### config.mk
export PLATFORM = sky130hd
export DESIGN_NAME = bus_collision_unit
export DESIGN_NICKNAME = d
export VERILOG_FILES = /design/src/rtl/bcu_pkg.sv /design/src/rtl/bcu_sync.sv /design/src/rtl/bcu_tx_gate.sv /design/src/rtl/bcu_busy.sv /design/src/rtl/bcu_arb.sv /design/src/rtl/bus_collision_unit.sv
export SDC_FILE = /design/constraint.sdc
export NUM_CORES = 1
export LEC_CHECK = 0
export CORE_AREA = 2 2 53 55
export DETAILED_ROUTE_END_ITERATION = 12
export DIE_AREA = 0 0 55 57
export GPL_ROUTABILITY_DRIVEN = 0
export HOLD_SLACK_MARGIN = 0.1
export PLACE_DENSITY = 0.53
export SETUP_SLACK_MARGIN = 0.05
export SYNTH_ARGS = -nofsm -noshare
export SYNTH_HDL_FRONTEND = slang
export SYNTH_SLANG_ARGS = --single-unit
### constraint.sdc
create_clock -name clk -period 1.6 [get_ports clk]
set_input_delay 0.32 -clock clk [delete_from_list [all_inputs] [get_ports clk]]
set_output_delay 0.32 -clock clk [all_outputs]
set_load 0.01 [all_outputs]
### src/rtl/bcu_pkg.sv
package bcu_pkg;

  // Released line (1) observed low (0) means another driver won.
  function automatic logic collision_of(input logic tx, input logic rx);
    return tx & ~rx;
  endfunction

  // Data falls while clock is high.
  function automatic logic start_cond(input logic sda_prev, input logic sda_now,
                                      input logic scl_now);
    return sda_prev & ~sda_now & scl_now;
  endfunction

  // Data rises while clock is high.
  function automatic logic stop_cond(input logic sda_prev, input logic sda_now,
                                     input logic scl_now);
    return ~sda_prev & sda_now & scl_now;
  endfunction

endpackage

### src/rtl/bcu_sync.sv
module bcu_sync #(
  parameter int WIDTH   = 3,
  parameter int STAGES  = 2,
  parameter logic RST_VAL = 1'b1
) (
  input  logic             clk,
  input  logic             rst_n,
  input  logic [WIDTH-1:0] d_async,
  output logic [WIDTH-1:0] q_sync
);

  for (genvar b = 0; b < WIDTH; b++) begin : g_bit
    logic [STAGES-1:0] chain;
    always_ff @(posedge clk or negedge rst_n) begin
      if (!rst_n) chain <= {STAGES{RST_VAL}};
      else        chain <= {chain[STAGES-2:0], d_async[b]};
    end
    assign q_sync[b] = chain[STAGES-1];
  end

endmodule

### src/rtl/bcu_tx_gate.sv
module bcu_tx_gate (
  input  logic clk,
  input  logic rst_n,
  input  logic tx_pending,
  input  logic start_on_edge,
  input  logic rx_s,
  output logic tx_start_ok
);

  logic rx_p;
  logic rx_fall;

  assign rx_fall = rx_p & ~rx_s;

  always_ff @(posedge clk or negedge rst_n) begin
    if (!rst_n) begin
      rx_p        <= 1'b1;
      tx_start_ok <= 1'b0;
    end else begin
      rx_p        <= rx_s;
      tx_start_ok <= tx_pending & (tx_start_ok | ~start_on_edge | rx_fall);
    end
  end

  // in edge-start mode the permit only rises after a falling receive line
  assert_edge_start_R8: assert property (@(posedge clk) disable iff (!rst_n)
    ($rose(tx_start_ok) && $past(start_on_edge)) |-> $past(rx_fall));

  // permit withdrawn once the request is gone
  assert_permit_drop_R8: assert property (@(posedge clk) disable iff (!rst_n)
    !tx_pending |=> !tx_start_ok);

endmodule

### src/rtl/bcu_busy.sv
module bcu_busy
  import bcu_pkg::*;
(
  input  logic clk,
  input  logic rst_n,
  input  logic i2c_mode,
  input  logic sda_s,
  input  logic scl_s,
  output logic bus_busy
);

  logic sda_p;
  logic start_seen;
  logic stop_seen;

  assign start_seen = start_cond(sda_p, sda_s, scl_s);
  assign stop_seen  = stop_cond(sda_p, sda_s, scl_s);

  always_ff @(posedge clk or negedge rst_n) begin
    if (!rst_n) begin
      sda_p    <= 1'b1;
      bus_busy <= 1'b0;
    end else begin
      sda_p <= sda_s;
      if (!i2c_mode)       bus_busy <= 1'b0;
      else if (start_seen) bus_busy <= 1'b1;
      else if (stop_seen)  bus_busy <= 1'b0;
    end
  end

  // no busy indication outside two-wire mode
  assert_free_outside_mode_R10: assert property (@(posedge clk) disable iff (!rst_n)
    !i2c_mode |=> !bus_busy);

  // START always leads to busy
  assert_start_sets_R9: assert property (@(posedge clk) disable iff (!rst_n)
    (i2c_mode && start_seen) |=> bus_busy);

  // STOP always leads to free
  assert_stop_clears_R9: assert property (@(posedge clk) disable iff (!rst_n)
    stop_seen |=> !bus_busy);

endmodule

### src/rtl/bcu_arb.sv
module bcu_arb
  import bcu_pkg::*;
#(
  parameter int BYTE_BITS = 8
) (
  input  logic clk,
  input  logic rst_n,
  input  logic sample,
  input  logic active,
  input  logic per_byte,
  input  logic auto_clear,
  input  logic tx_bit,
  input  logic rx_s,
  input  logic al_clr,
  output logic al_flag,
  output logic coll_irq,
  output logic te_clear
);

  localparam int CNT_W = (BYTE_BITS > 1) ? $clog2(BYTE_BITS) : 1;
  localparam logic [CNT_W-1:0] LAST = CNT_W'(BYTE_BITS - 1);

  logic [CNT_W-1:0] bit_cnt;
  logic             acc;
  logic             mismatch;
  logic             take;
  logic             byte_end;
  logic             set_event;

  assign mismatch  = collision_of(tx_bit, rx_s);
  assign take      = sample & active;
  assign byte_end  = take & (bit_cnt == LAST);
  assign set_event = per_byte ? (byte_end & (acc | mismatch)) : (take & mismatch);

  always_ff @(posedge clk or negedge rst_n) begin
    if (!rst_n) begin
      bit_cnt <= '0;
      acc     <= 1'b0;
    end else if (!active) begin
      bit_cnt <= '0;
      acc     <= 1'b0;
    end else if (take) begin
      if (byte_end) begin
        bit_cnt <= '0;
        acc     <= 1'b0;
      end else begin
        bit_cnt <= bit_cnt + 1'b1;
        acc     <= acc | mismatch;
      end
    end
  end

  always_ff @(posedge clk or negedge rst_n) begin
    if (!rst_n) begin
      al_flag  <= 1'b0;
      coll_irq <= 1'b0;
      te_clear <= 1'b0;
    end else begin
      if (set_event)   al_flag <= 1'b1;
      else if (al_clr) al_flag <= 1'b0;
      coll_irq <= set_event;
      te_clear <= set_event & auto_clear;
    end
  end

  // the flag only rises together with an interrupt
  assert_flag_by_collision_R6: assert property (@(posedge clk) disable iff (!rst_n)
    $rose(al_flag) |-> coll_irq);

  // a clear without a competing collision empties the flag
  assert_clear_works_R6: assert property (@(posedge clk) disable iff (!rst_n)
    (al_clr && !set_event) |=> !al_flag);

  // enable-clear request requires the auto-clear option
  assert_te_gate_R7: assert property (@(posedge clk) disable iff (!rst_n)
    te_clear |-> $past(auto_clear));

  // idle transfers never interrupt
  assert_idle_quiet_R8: assert property (@(posedge clk) disable iff (!rst_n)
    !active |=> !coll_irq);

  // per-byte interrupts only at a byte boundary
  assert_byte_boundary_R5: assert property (@(posedge clk) disable iff (!rst_n)
    (coll_irq && $past(per_byte)) |-> ($past(bit_cnt) == LAST));

endmodule

### src/rtl/bus_collision_unit.sv
module bus_collision_unit #(
  parameter int BYTE_BITS   = 8,
  parameter int SYNC_STAGES = 2
) (
  input  logic clk,
  input  logic rst_n,
  input  logic cfg_i2c_mode,
  input  logic cfg_sample_timer,
  input  logic cfg_per_byte,
  input  logic cfg_start_on_edge,
  input  logic cfg_auto_clear,
  input  logic tx_pending,
  input  logic tx_bit,
  input  logic rx_line,
  input  logic xfer_clk,
  input  logic timer_uf,
  input  logic sda_in,
  input  logic scl_in,
  input  logic al_clr,
  output logic al_flag,
  output logic bus_busy,
  output logic coll_irq,
  output logic te_clear,
  output logic tx_start_ok
);

  localparam int NSYNC = 3;

  logic [NSYNC-1:0] raw_lines;
  logic [NSYNC-1:0] sync_lines;
  logic             rx_s;
  logic             sda_s;
  logic             scl_s;
  logic             xclk_p;
  logic             xclk_rise;
  logic             sample_pt;

  assign raw_lines = {scl_in, sda_in, rx_line};
  assign rx_s      = sync_lines[0];
  assign sda_s     = sync_lines[1];
  assign scl_s     = sync_lines[2];

  bcu_sync #(.WIDTH(NSYNC), .STAGES(SYNC_STAGES), .RST_VAL(1'b1)) u_sync (
    .clk     (clk),
    .rst_n   (rst_n),
    .d_async (raw_lines),
    .q_sync  (sync_lines)
  );

  always_ff @(posedge clk or negedge rst_n) begin
    if (!rst_n) xclk_p <= 1'b0;
    else        xclk_p <= xfer_clk;
  end

  assign xclk_rise = xfer_clk & ~xclk_p;
  assign sample_pt = cfg_sample_timer ? timer_uf : xclk_rise;

  bcu_tx_gate u_gate (
    .clk           (clk),
    .rst_n         (rst_n),
    .tx_pending    (tx_pending),
    .start_on_edge (cfg_start_on_edge),
    .rx_s          (rx_s),
    .tx_start_ok   (tx_start_ok)
  );

  bcu_arb #(.BYTE_BITS(BYTE_BITS)) u_arb (
    .clk        (clk),
    .rst_n      (rst_n),
    .sample     (sample_pt),
    .active     (tx_start_ok),
    .per_byte   (cfg_per_byte),
    .auto_clear (cfg_auto_clear),
    .tx_bit     (tx_bit),
    .rx_s       (rx_s),
    .al_clr     (al_clr),
    .al_flag    (al_flag),
    .coll_irq   (coll_irq),
    .te_clear   (te_clear)
  );

  bcu_busy u_busy (
    .clk      (clk),
    .rst_n    (rst_n),
    .i2c_mode (cfg_i2c_mode),
    .sda_s    (sda_s),
    .scl_s    (scl_s),
    .bus_busy (bus_busy)
  );

  // with the timer source chosen, no interrupt without a strobe
  assert_timer_source_R3: assert property (@(posedge clk) disable iff (!rst_n)
    (cfg_sample_timer && !timer_uf) |=> !coll_irq);

  // the interrupt is accompanied by the flag
  assert_irq_with_flag_R4: assert property (@(posedge clk) disable iff (!rst_n)
    coll_irq |-> al_flag);

endmodule

==> run metrics, run 1 <==
status=finished clean; area share of the largest cell type after synthesis=0.3490; Slew HR=0.7829; Area Growth Syn to Fin=38.74%; fmax=0.6773 GHz; leading area contributor after synthesis=dfrtp_1; # Post-CTS Setup Buffers=0; CTS sink cnt=18; I/O Buffers=19; wire length of the first global-routing pass=2056 um; DRT antenna net count=0; CTS resizes=0; CTS tree=yes; Worst-Margin Slew=325.6 ps; clk slew on worst S/H paths=100 ps; Pre-Repair DR Iteration Count=3; nets=99; Final Max Tran Viols=0; Num CTS Buffers=3; Fin Clk Skew=4.733 ps; Worst Path Required=1280 ps; final worst-path cycle share=0.9228; Reg-to-Reg End=u_arb.al_flag; count of cell types in the netlist=23; die span in y=57 um; final setup vio count=0; final hold vios=0; Post-Syn Area=716.9 um2; Cell Chain, Critical Path=clkdlybuf4s50_1; Non-Filler Instances=112; CP bufs+invs=1; Post-synth ARST share=1.000; CTS Hold Bufs=0; crit-path max cell delay=530 ps; Leakage=0.4408 nW; Top FF cell, synth=dfrtp_1; initial antenna violation count=0; Core Region=0.002615 mm2; pwr/cell area=859.5 mW/mm2; reg2reg setup slack=170 ps; drt wl/cell=10.76 um; sequential area share after synthesis=0.6422; Starting Density=0.2742; vias in the first global route=486; Clock Latency Late Sink=280 ps; RSZ-0062 raised after global routing=false; die width=55 um; Post-Syn Nets=74; CP Capture Type=output pin; largest net degree at the start of global routing=19; EDFF count, synth=0; setup TNS=0 ps; CTS root buf=clkbuf_4; crit path time final=1477 ps; CP Max Fanout=2; worst r2r path cells=4; most common cell in the netlist=dfrtp_1; CTS Buffer Depth=2; instance count of the mapped netlist=57; CP Launch Type=flip-flop; VDD IR-drop max=0.4172 mV; via count=488; Critical Path AT=1160 ps; crit path kind=flip-flop to output pin; start of the worst register-to-register path=u_arb.bit_cnt[0]; Synth area leaders=dfrtp_1, dfstp_2, ha_1, o21ai_0, inv_1; Slowest-stage cell, CP=clkdlybuf4s50_1; residual DRC count=0; Rows=19; Initial DRC Count=3; layout cells sized above 1=0.2469; die area=0.003135 mm2; GRT Total Usage=0.09029; Max H-tree Level=1; Boundary Pins=20; Via density=4.357; Max Cap Violations=0; post-synthesis area per instance=12.58 um2; total number of yosys warnings=0; HP Class=primary input to asynchronous set/reset pin; top post-synthesis cells by count=dfrtp_1, dfstp_2, inv_1, o21ai_0; Worst path top cell family by delay=buffers and inverters; global route overflow=0; # placed instances=108; Routed WL=1205 um; Synth Register Bits=18; n_diodes=0
==> registers in the layout, summed over array words and instances (netlist names) <==
register,flops
xclk_p,1
u_busy.sda_p,1
u_gate.rx_p,1
u_arb.te_clear,1
u_arb.bit_cnt,3
u_sync.g_bit.chain,6
u_arb.acc,1
u_gate.tx_start_ok,1
u_busy.bus_busy,1
u_arb.al_flag,1
u_arb.coll_irq,1
==> worst max-delay path by stage <==
stage / from / to / cells past startpoint
finish: u_arb.al_flag / al_flag / 1
CTS: u_gate.tx_start_ok / tx_start_ok / 1
floorplan: u_arb.bit_cnt[0] / u_arb.al_flag / 4
global route: u_arb.al_flag / al_flag / 1
global placement: cfg_sample_timer / u_arb.al_flag / 4
detailed placement: cfg_sample_timer / u_arb.al_flag / 4
==> layout make-up <==
cell class / count / area, um2
multi-input cells: 34 / 237.7
well taps: 31 / 38.79
clock buffers: 4 / 36.28
repair buffers: 20 / 202.7
fillers: 275 / 1620
flip-flops and latches: 18 / 460.4
inverters: 5 / 18.77
==> where the power goes <==
| group | leakage, nW | total (mW) | switching, mW | internal (mW) |
|---|---|---|---|---|
| combinational | 0.202 | 0.0950 | 0.0398 | 0.0552 |
| sequential | 0.218 | 0.493 | 0.0103 | 0.482 |
| clock | 0.0210 | 0.267 | 0.129 | 0.138 |
==> metrics by stage <==
step           utilization  instance area [um2]  worst slack, ps  hold WS [ps]  power (mW)
2_1_floorplan            -                716.9            297.2         24.41      0.5342
3_3_place_gp        0.3646                953.4            21.07         345.4      0.5982
3_5_place_dp        0.3646                953.4            2.377         347.2      0.5994
4_1_cts             0.3785                989.7            60.11         349.0      0.8723
5_1_grt             0.3804                994.7            57.66         365.0      0.9022
6_report            0.3804                994.7            123.5         350.6      0.8550
==> kinds of logic (layout without fill, tap and decap cells) <==
logic type	after synthesis	count (layout)	share of synthesized area
AO/OA/AOI/OAI	13	13	0.1222
adder cells (fa/ha/maj)	2	2	0.03490
buffers and inverters	5	29	0.02618
flip-flops	18	18	0.6422
AND/OR/NAND/NOR	19	19	0.1745
==> metal layers <==
metal	up-vias	global-route usage	share of wire
met3	2	0.01571	0.056
met5	-	0	0
met1	233	0.1246	0.47
met4	0	0.06272	0.016
li1	240	-	-
met2	13	0.1259	0.45
==> worst reg2reg max path, cell delays in order (launching register included) <==
cell	delay (ps)
dfrtp_1	420
ha_1	200
ha_1	240
o221ai_1	330
o22ai_1	120
==> cells in the final DEF (no fill, tap or decap), drive strengths merged, types with 2 or more instances in the layout <==
cell type,netlist,final
nor2b,3,3
nand2,4,4
clkbuf,0,4
nor2,3,3
o21ai,5,5
nor3b,2,2
and2,2,2
ha,2,2
dlymetal6s2s,0,2
a21oi,3,3
clkdlybuf4s50,0,17
dfstp,8,8
nand3,3,3
dfrtp,10,10
inv,5,5
(Power assumes the default switching activity.)
==> run 2, diff against run 1 <==
Settings changed: CORE_AREA 2 2 53 55 to 2 2 41 71, DIE_AREA 0 0 55 57 to 0 0 43 73, PLACE_DENSITY 0.53 to 0.52.
==> run metrics, run 2 (synthesized netlist as in run 1, its figures left out) <==
drt wl/cell=11.27 um; initial antenna violation count=0; max reg flops=6; CTS resizes=0; crit-path max cell delay=550 ps; Final Max Tran Viols=0; final hold vios=0; Hold WS=356.5 ps; CP Max Fanout=3; Clock Latency Late Sink=250 ps; Slowest-stage cell, CP=clkdlybuf4s50_1; pwr/cell area=952.1 mW/mm2; commonest non-fill, non-tap cell in the layout=clkdlybuf4s50_1; Detail Route met3 WL=89 um; CP bufs+invs=1; CTS sink cnt=18; Rows=25; Num CTS Buffers=3; Fin Clk Skew=2.183 ps; top sig layer=met4; commonest cells after routing, fill and taps aside=clkdlybuf4s50_1, dfrtp_1, dfstp_2; die width=43 um; Cell Chain, Critical Path=clkdlybuf4s50_1; reg2reg setup slack=200 ps; fmax=0.6700 GHz; largest net degree at the start of global routing=19; worst r2r path cells=4; CTS tree=yes; CTS Hold Bufs=0; I/O Buffers=19; Core Region=0.002628 mm2; Starting Density=0.2729; VDD IR-drop max=0.4618 mV; crit path kind=flip-flop to output pin; residual DRC count=0; HP Start=u_sync.g_bit[1].chain[0]; Slew HR=0.7811; start of the worst register-to-register path=u_arb.bit_cnt[0]; DRT antenna net count=0; Critical Path AT=1170 ps; Leakage=0.4208 nW; Routed WL=1217 um; status=finished clean; Hold Path Sink=u_sync.g_bit[1].chain[1]; final setup vio count=0; die area=0.003139 mm2; CTS root buf=clkbuf_8; final worst slack=107.4 ps; layout cells sized above 1=0.2469; Worst Path Required=1280 ps; RSZ-0062 raised after global routing=false; CP Capture Type=output pin; Boundary Pins=20; Layout Utilization=0.3819; clk slew on worst S/H paths=70 ps; Top reg by flops=u_sync.g_bit.chain; HP Class=flip-flop to flip-flop; final worst-path cycle share=0.9329; Reg-to-Reg End=u_arb.al_flag; setup TNS=0 ps; worst hold path cell count=0; Setup WS pre-CTS=64.30 ps; # Post-CTS Setup Buffers=0; nets=99; M1 wire length=510 um; Worst path top cell family by delay=buffers and inverters; CP Launch Type=flip-flop; GRT Total Usage=0.09114; wire length of the first global-routing pass=2097 um; Via density=4.519; via count=488; global route overflow=0; Initial DRC Count=9; Pre-Repair DR Iteration Count=4; crit path time final=1493 ps; met2 WL=583 um; Worst-Margin Slew=328.4 ps; n_diodes=0; die span in y=73 um; CTS Buffer Depth=2; Area Growth Syn to Fin=39.96%; Max Cap Violations=0; Regs by FF count=u_sync.g_bit.chain: 6 flops, u_arb.bit_cnt: 3 flops; Max H-tree Level=1; vias in the first global route=514
-- run 2: layout make-up --
class | count | area (um2)
clock buffers | 4 | 55.05
fillers | 275 | 1624
inverters | 5 | 18.77
multi-input cells | 34 | 237.7
flip-flops and latches | 18 | 460.4
well taps | 27 | 33.78
repair buffers | 20 | 197.7
-- run 2: how the worst max path moves through the flow --
stage	to	cells past startpoint	slack, ps	startpoint
global placement	u_arb.al_flag	4	80	cfg_sample_timer
CTS	tx_start_ok	1	100	u_gate.tx_start_ok
finish	tx_start_ok	1	110	u_gate.tx_start_ok
global route	tx_start_ok	1	60	u_gate.tx_start_ok
detailed placement	u_arb.al_flag	4	60	cfg_sample_timer
floorplan	u_arb.al_flag	4	300	u_arb.bit_cnt[0]
-- run 2: power breakdown --
part	switching, mW	leakage, nW	internal, mW
Sequential	0.0109	0.218	0.483
Clock	0.147	0.0288	0.218
Combinational	0.0402	0.174	0.0560
Total	0.198	0.421	0.757
-- run 2: stage by stage --
stage	cell area [um2]	std cells	total power, mW
after floorplan	716.9	57	0.5342
after global placement	948.4	104	0.5977
after global routing	1003	108	0.9974
after CTS	1003	108	0.9658
after detailed placement	948.4	104	0.5998
final	1003	108	0.9554
-- run 2: per-layer routing --
| metal | GRT usage | vias to the layer above |
|---|---|---|
| li1 | - | 241 |
| met1 | 0.1053 | 225 |
| met2 | 0.1414 | 18 |
| met4 | 0.07407 | 0 |
| met5 | 0 | - |
| met3 | 0.01980 | 4 |
==> run 3, diff against run 2 <==
Settings changed: ABC_AREA set to 0, PLACE_DENSITY 0.52 to 0.54.
Clock period 1.6 ns to 1.3 ns, I/O delays scaled along.
==> run metrics, run 3 (synthesized netlist as in run 1, its figures left out) <==
status=finished clean; global route overflow=0; Worst Path Required=1430 ps; CTS Hold Bufs=0; crit path time final=1230 ps; Worst-Margin Slew=266.1 ps; largest net degree at the start of global routing=19; max reg flops=6; Regs by FF count=u_sync.g_bit.chain: 6 flops, u_arb.bit_cnt: 3 flops; sequential share of power=0.507; Slowest-stage cell, CP=clkdlybuf4s50_1; Num CTS Buffers=3; VDD IR-drop max=0.7775 mV; wire length of the first global-routing pass=2201 um; residual DRC count=0; via count=512; commonest cells after routing, fill and taps aside=clkdlybuf4s50_1, dfrtp_1, dfstp_2; CP Max Fanout=5; start of the worst register-to-register path=u_arb.bit_cnt[1]; RSZ-0062 raised after global routing=true; Area Growth Syn to Fin=50.26%; NetSw=0.2549 mW; crit path kind=primary input to flip-flop; Slew HR=0.8224; CP Capture Type=flip-flop; sw frac=0.2132; Routed WL=1345 um; clock power share=0.380; Max Cap Violations=0; fmax=0.8129 GHz; crit-path max cell delay=480 ps; die width=43 um; I/O Buffers=19; Cell Chain, Critical Path=clkdlybuf4s50_1, and2_2, nor2_1, o22ai_1; Core Region=0.002628 mm2; final hold vios=0; CP Launch Type=primary input; drt wl/cell=12.01 um; worst r2r path cells=5; Starting Density=0.2729; Initial DRC Count=4; initial antenna violation count=0; reg2reg setup slack=80 ps; Power Internal=0.9404 mW; vias in the first global route=521; CTS tree=yes; Final Max Tran Viols=0; final setup vio count=0; pwr/cell area=1109 mW/mm2; Logic pwr share=0.113; clk slew on worst S/H paths=70 ps; n_diodes=0; CTS root buf=clkbuf_8; final worst-path cycle share=0.9463; Via density=4.571; commonest non-fill, non-tap cell in the layout=clkdlybuf4s50_1; Boundary Pins=20; Clock Latency Late Sink=260 ps; layout cells sized above 1=0.3647; Reg-to-Reg End=u_arb.bit_cnt[2]; Pre-Repair DR Iteration Count=2; final total power=1.195 mW; Fin Clk Skew=3.757 ps; setup TNS=0 ps; Critical Path AT=1360 ps; CTS Buffer Depth=2; die span in y=73 um; Top reg by flops=u_sync.g_bit.chain; GRT Total Usage=0.09819; HP Class=primary input to asynchronous set/reset pin; Rows=25; Leakage=0.4624 nW; DRT antenna net count=0; CTS sink cnt=18; Max H-tree Level=1; nets=103; die area=0.003139 mm2
## run 3: cell count changes in the layout (fill, tap and decap cells not counted), sizes merged
cell           delta
buf               +4
dlygate4sd2       +5
clkdlybuf4s50     -5
## run 3: critical path: cells and delay by family
family | cells | cell delay [ps]
buffers and inverters | 1 | 480
AO/OA/AOI/OAI | 1 | 120
AND/OR/NAND/NOR | 2 | 490
## run 3: worst max-delay path by stage
stage / depth (start not counted) / from / to
after detailed placement: 4 / cfg_sample_timer / u_arb.al_flag
after CTS: 5 / u_arb.bit_cnt[1] / u_arb.bit_cnt[2]
after global routing: 4 / cfg_sample_timer / u_arb.al_flag
after global placement: 4 / cfg_sample_timer / u_arb.bit_cnt[0]
final: 4 / cfg_sample_timer / u_arb.al_flag
after floorplan: 4 / u_arb.bit_cnt[0] / u_arb.al_flag
## run 3: per-layer routing
layer | part of all wire | global-route usage | vias up
met1 | 0.42 | 0.1069 | 240
met2 | 0.47 | 0.1498 | 18
met4 | 0.038 | 0.09091 | 0
met5 | 0 | 0 | -
li1 | - | - | 250
met3 | 0.070 | 0.02723 | 4
## run 3: repair_timing
action	CTS	global route
resized for setup	9	5
endpoints found under the setup margin	10	3
endpoints found under the hold margin	0	0
pin swaps	4	3
setup buffers	1	2
## run 3: metrics by stage
stage          area [um2]    util  std cells  hold WS, ps  setup WS [ps]
5_1_grt              1077  0.4100        112        356.1          34.63
3_5_place_dp        962.2  0.3662        105        347.5         -195.2
2_1_floorplan       723.2       -         57       -35.59          56.46
4_1_cts              1033  0.3933        110        340.6          42.15
3_3_place_gp        962.2  0.3662        105        346.9         -156.6
6_report             1077  0.4100        112        337.6          69.81
## run 3: area by class of cell
type	count	area, um2
multi-input cells	34	287.8
clock buffers	4	55.05
repair buffers	24	221.5
inverters	5	18.77
flip-flops and latches	18	460.4
fillers	280	1550
well taps	27	33.78
## run 3: power groups by stage
stage          Clock [mW]  Combinational (mW)  Sequential [mW]
2_1_floorplan           0              0.0412            0.618
3_3_place_gp            0               0.124            0.616
3_5_place_dp            0               0.126            0.617
4_1_cts             0.473               0.127            0.607
5_1_grt             0.504               0.148            0.609
6_report            0.454               0.135            0.606
